**src/rtl/jg_pkg.sv**
```systemverilog
`timescale 1ns/1ps
package jg_pkg;

  typedef enum logic {
    MODE_OPEN   = 1'b0,
    MODE_LOCKED = 1'b1
  } guard_mode_e;

  function automatic int unsigned cnt_width(input int unsigned limit);
    return (limit < 2) ? 1 : $clog2(limit);
  endfunction

endpackage

```
**src/rtl/jg_span_timer.sv**
```systemverilog
`timescale 1ns/1ps
module jg_span_timer #(
  parameter int unsigned LIMIT = 16
) (
  input  logic clk,
  input  logic rst,
  input  logic clr,
  input  logic inc,
  output logic hit
);
  import jg_pkg::*;

  localparam int unsigned W = cnt_width(LIMIT);
  localparam logic [W-1:0] LAST = W'(LIMIT - 1);

  logic [W-1:0] cnt_q;

  // hit marks the edge that completes LIMIT consecutive increments
  assign hit = inc && (cnt_q == LAST);

  always_ff @(posedge clk) begin
    if (rst || clr) begin
      cnt_q <= '0;
    end else if (hit) begin
      cnt_q <= '0;
    end else if (inc) begin
      cnt_q <= cnt_q + 1'b1;
    end
  end

endmodule

```
**src/rtl/jg_ctrl.sv**
```systemverilog
`timescale 1ns/1ps
module jg_ctrl (
  input  logic               clk,
  input  logic               rst,
  input  logic               tx_active,
  input  logic               drv_fault,
  input  logic               ext_off,
  input  logic               supply_ok,
  input  logic               jab_hit,
  input  logic               unjab_hit,
  output jg_pkg::guard_mode_e mode,
  output logic               drv_en,
  output logic               jab_sqe
);
  import jg_pkg::*;

  guard_mode_e mode_q, mode_d;
  logic        forced_off;

  assign forced_off = ext_off || !supply_ok;

  always_comb begin
    mode_d = mode_q;
    unique case (mode_q)
      MODE_OPEN:   if (jab_hit || drv_fault) mode_d = MODE_LOCKED;
      MODE_LOCKED: if (unjab_hit && !tx_active && !drv_fault) mode_d = MODE_OPEN;
      default:     mode_d = MODE_OPEN;
    endcase
  end

  always_ff @(posedge clk) begin
    if (rst) begin
      mode_q  <= MODE_OPEN;
      drv_en  <= 1'b0;
      jab_sqe <= 1'b0;
    end else begin
      mode_q  <= mode_d;
      drv_en  <= (mode_d == MODE_OPEN) && !drv_fault && !forced_off;
      jab_sqe <= (mode_d == MODE_LOCKED) || forced_off;
    end
  end

  assign mode = mode_q;

endmodule

```
**src/rtl/jabber_guard.sv**
```systemverilog
`timescale 1ns/1ps
module jabber_guard #(
  parameter int unsigned JAB_CYCLES   = 260000,
  parameter int unsigned UNJAB_CYCLES = 4000000
) (
  input  logic clk,
  input  logic rst,
  input  logic tx_active,
  input  logic drv_fault,
  input  logic ext_off,
  input  logic supply_ok,
  output logic drv_en,
  output logic jab_sqe
);
  import jg_pkg::*;

  guard_mode_e mode;
  logic        locked;
  logic        jab_clr, jab_inc, jab_hit;
  logic        unj_clr, unj_inc, unj_hit;

  assign locked  = (mode == MODE_LOCKED);

  // burst timer: runs only while open and active, cleared by any idle edge
  assign jab_inc = tx_active && !locked;
  assign jab_clr = !jab_inc;

  // quiet timer: runs only while locked with no activity and no fault
  assign unj_inc = locked && !tx_active && !drv_fault;
  assign unj_clr = !unj_inc;

  jg_span_timer #(.LIMIT(JAB_CYCLES)) u_burst (
    .clk (clk),
    .rst (rst),
    .clr (jab_clr),
    .inc (jab_inc),
    .hit (jab_hit)
  );

  jg_span_timer #(.LIMIT(UNJAB_CYCLES)) u_quiet (
    .clk (clk),
    .rst (rst),
    .clr (unj_clr),
    .inc (unj_inc),
    .hit (unj_hit)
  );

  jg_ctrl u_ctrl (
    .clk       (clk),
    .rst       (rst),
    .tx_active (tx_active),
    .drv_fault (drv_fault),
    .ext_off   (ext_off),
    .supply_ok (supply_ok),
    .jab_hit   (jab_hit),
    .unjab_hit (unj_hit),
    .mode      (mode),
    .drv_en    (drv_en),
    .jab_sqe   (jab_sqe)
  );

endmodule

```
**config.mk**
```make
export PLATFORM = sky130hd
export DESIGN_NAME = jabber_guard
export DESIGN_NICKNAME = d
export VERILOG_FILES = /design/src/rtl/jg_pkg.sv /design/src/rtl/jg_span_timer.sv /design/src/rtl/jg_ctrl.sv /design/src/rtl/jabber_guard.sv
export SDC_FILE = /design/constraint.sdc
export NUM_CORES = 1
export LEC_CHECK = 0
export BUFFER_PORTS_ARGS = -buffer_cell sky130_fd_sc_hd__buf_2
export CORE_MARGIN = 5
export CORE_UTILIZATION = 60
export CTS_CLUSTER_DIAMETER = 30
export DETAILED_ROUTE_END_ITERATION = 10
export PLACE_DENSITY = 0.78
export SYNTH_ARGS = -nofsm -noshare
export SYNTH_HDL_FRONTEND = slang
export SYNTH_SLANG_ARGS = --single-unit
```
**constraint.sdc**
```tcl
create_clock -name clk -period 2.4 [get_ports clk]
set_input_delay 0.24 -clock clk [delete_from_list [all_inputs] [get_ports clk]]
set_output_delay 0.24 -clock clk [all_outputs]
set_load 0.02 [all_outputs]
```
==> results.txt <==
setup violators final: 0
Mapped Cells: 231
Multi-input gate area: 1060 um^2
DP HPWL: 2520 um
top-count cell post-synth: dfxtp_1
DR vias/cell: 5.57
drt pass-1 iters: 4
Post-synth EDFFs: 0
Crit. End Element: flop
Syn Area/Cell: 8.67 um^2
core area: 3280 um^2
CTS HTree Levels: 2
top-area cell type share of the netlist area: 43.0%
Main synth FF type: dfxtp_1
IR drop worst, VDD: 0.415 mV
Post-CTS Repair Setup Buffers: 0
max incr delay on CP: 0.50 ns
die area: 4590 um^2
total CTS buffers: 5
root buffer cell: clkbuf_4
FMAX: 0.529 GHz
WL final: 3520 um
biggest area consumer among synthesized cells: dfxtp_1
diodes inserted: 0
first-pass GRT wire length: 6460 um
M1 wire length: 1870 um
Top Metal Used: met4
Clk Latency, worst-skew pair: 0.35 ns
initial DRC count: 59
Initial Util: 61.0%
pre-CTS setup slack: 0.514 ns
pwr dens: 558 nW/um^2
kind of start point of the critical path: flop
CTS hold repair buffers: 0
vias in the first global route: 1515
CP max FO: 18
setup_tns: 0 ns
grt ovf: 0
clock-pin slew on the worst setup and hold paths: 0.13 ns
Critical Path, Cell by Cell: ha_1 > nand3b_1 > nor4_1 > a2111o_1 > buf_4 > nor2_1
clock tree buffer depth: 2
Placement Rows: 21
Synthesized Nets: 239
crit share post-route: 78.7%
Post-synth top cells: dfxtp_1 (43), nor2_1 (29), a21oi_1 (15), nand2_1 (15)
Relative slew margins: 61.8%
fin util: 65.5%
RSZ-0062 raised after global routing: no
die height: 67.8 um
post-route ant nets: 0
initial antenna violation count: 0
max-cap viol count: 0
layout cells sized above 1: 10.0%
CP max stage cell: nor4_1
Vias: 1592
CP required: 2.65 ns
post-CTS sizing: 0
hold slack: 0.160 ns
top cells by area, synth: dfxtp_1 (43%), nor2_1 (5.4%), xor2_1 (5.2%)
post-synth cell types: 37
routability cong.: 0.742
clk_skew: 0.0100 ns
total track usage: 18.1%
WL/cell: 12.3 um
met2 wire length: 1460 um
Crit path arrival time: 2.14 ns
post-route setup slack: 0.511 ns
Hold Path Class: input port to flop
post-layout min period: 1.89 ns
P&R area growth vs syn: 7.50%
CTS tree: done
Worst-Margin Slew: 0.568 ns
status: complete, no violations
clock sink total: 43
asr flop ratio synth: 0%
FF+latch count, synth: 43
Post-Syn Area: 2000 um^2
Ports: 8
PortBufs: 7
pin count of the biggest net entering global routing: 19
sequential area share after synthesis: 43.0%
Nets: 248
Max Slew Vio Count: 0
fillers: 289
Setup CP Type: flop to flop
Leakage: 0.671 nW
# DRC: 0
register area: 861 um^2
Die W: 67.8 um
Synth Warn #: 0
Final Hold Violating Endpoints: 0
met3 wire length: 140 um
==> where the power goes <==
group          switching [mW]  internal, mW  leakage, nW
registers             0.00412         0.718        0.347
clock network           0.229         0.214       0.0373
logic                  0.0211        0.0142        0.287
total                   0.254         0.946        0.671
==> per-layer routing <==
| layer | track usage, % | up-vias |
|---|---|---|
| li1 | - | 845 |
| met1 | 24.8 | 716 |
| met2 | 26.9 | 23 |
| met3 | 4.83 | 8 |
| met4 | 7.34 | 0 |
| met5 | 0 | - |
==> flip-flops by register name (all words and copies together), names as in the netlist <==
name            cells
u_burst.cnt_q      18
u_ctrl.drv_en       1
u_ctrl.jab_sqe      1
u_ctrl.mode         1
u_quiet.cnt_q      22
==> metrics by stage <==
stage	instances	instance area [um^2]	power [mW]
detailed placement	279	2080	0.774
global route	286	2150	1.24
finish	286	2150	1.20
floorplan	231	2000	0.760
global placement	279	2080	0.774
CTS	286	2150	1.21
==> layout by cell type (no fill, tap or decap), types with 2 or more instances in the layout <==
| cell | count |
|---|---|
| xor2_1 | 12 |
| ha_1 | 2 |
| or3_1 | 7 |
| nor2_1 | 29 |
| buf_2 | 7 |
| nor4b_1 | 2 |
| or4_1 | 9 |
| nand2b_1 | 2 |
| nor4_1 | 6 |
| dfxtp_1 | 43 |
| o31ai_1 | 10 |
| and4_1 | 3 |
| nand4_1 | 9 |
| xnor2_1 | 9 |
| nand2_1 | 15 |
| and3_1 | 4 |
| buf_4 | 4 |
| nand3_1 | 12 |
| nor3_1 | 3 |
| clkbuf_4 | 5 |
| a21oi_1 | 15 |
| o21ai_0 | 6 |
| inv_1 | 10 |
==> critical path, delay by kind of cell, from the launching register on <==
| family | cells | cell delay, ns |
|---|---|---|
| buffers and inverters | 1 | 0.21 |
| flip-flops | 1 | 0.40 |
| AND/OR/NAND/NOR | 3 | 0.78 |
| AO/OA/AOI/OAI | 1 | 0.22 |
| adder cells (fa/ha/maj) | 1 | 0.18 |
==> logic make-up after synthesis <==
| logic type | count (synthesis) | share of synthesized area, % |
|---|---|---|
| flops | 43 | 43.0 |
| buf+inv | 19 | 4.25 |
| simple gates | 110 | 31.2 |
| compound gates | 36 | 11.1 |
| xor+xnor | 21 | 9.19 |
| fa+ha+maj | 2 | 1.25 |
==> final timing paths <==
path | startpoint | to | slack [ns] | cells past startpoint
worst max-delay path | u_burst.cnt_q[0] | u_burst.cnt_q[3] | 0.51 | 6
worst min-delay path | rst | u_ctrl.drv_en | 0.16 | 3
worst max register to register | u_burst.cnt_q[0] | u_burst.cnt_q[3] | 0.51 | 6
worst min register to register | u_quiet.cnt_q[0] | u_quiet.cnt_q[0] | 0.48 | 1
==> layout make-up <==
type / instances / area share (%)
Inverter: 10 / 1.74
Timing Repair Buffer: 11 / 3.02
Clock inverter: 2 / 1.74
Clock buffer: 5 / 1.74
Multi-Input combinational cell: 169 / 49.1
Sequential cell: 43 / 40.0
Tap cell: 46 / 2.67
Note: power is estimated with default switching activity, not from simulation.
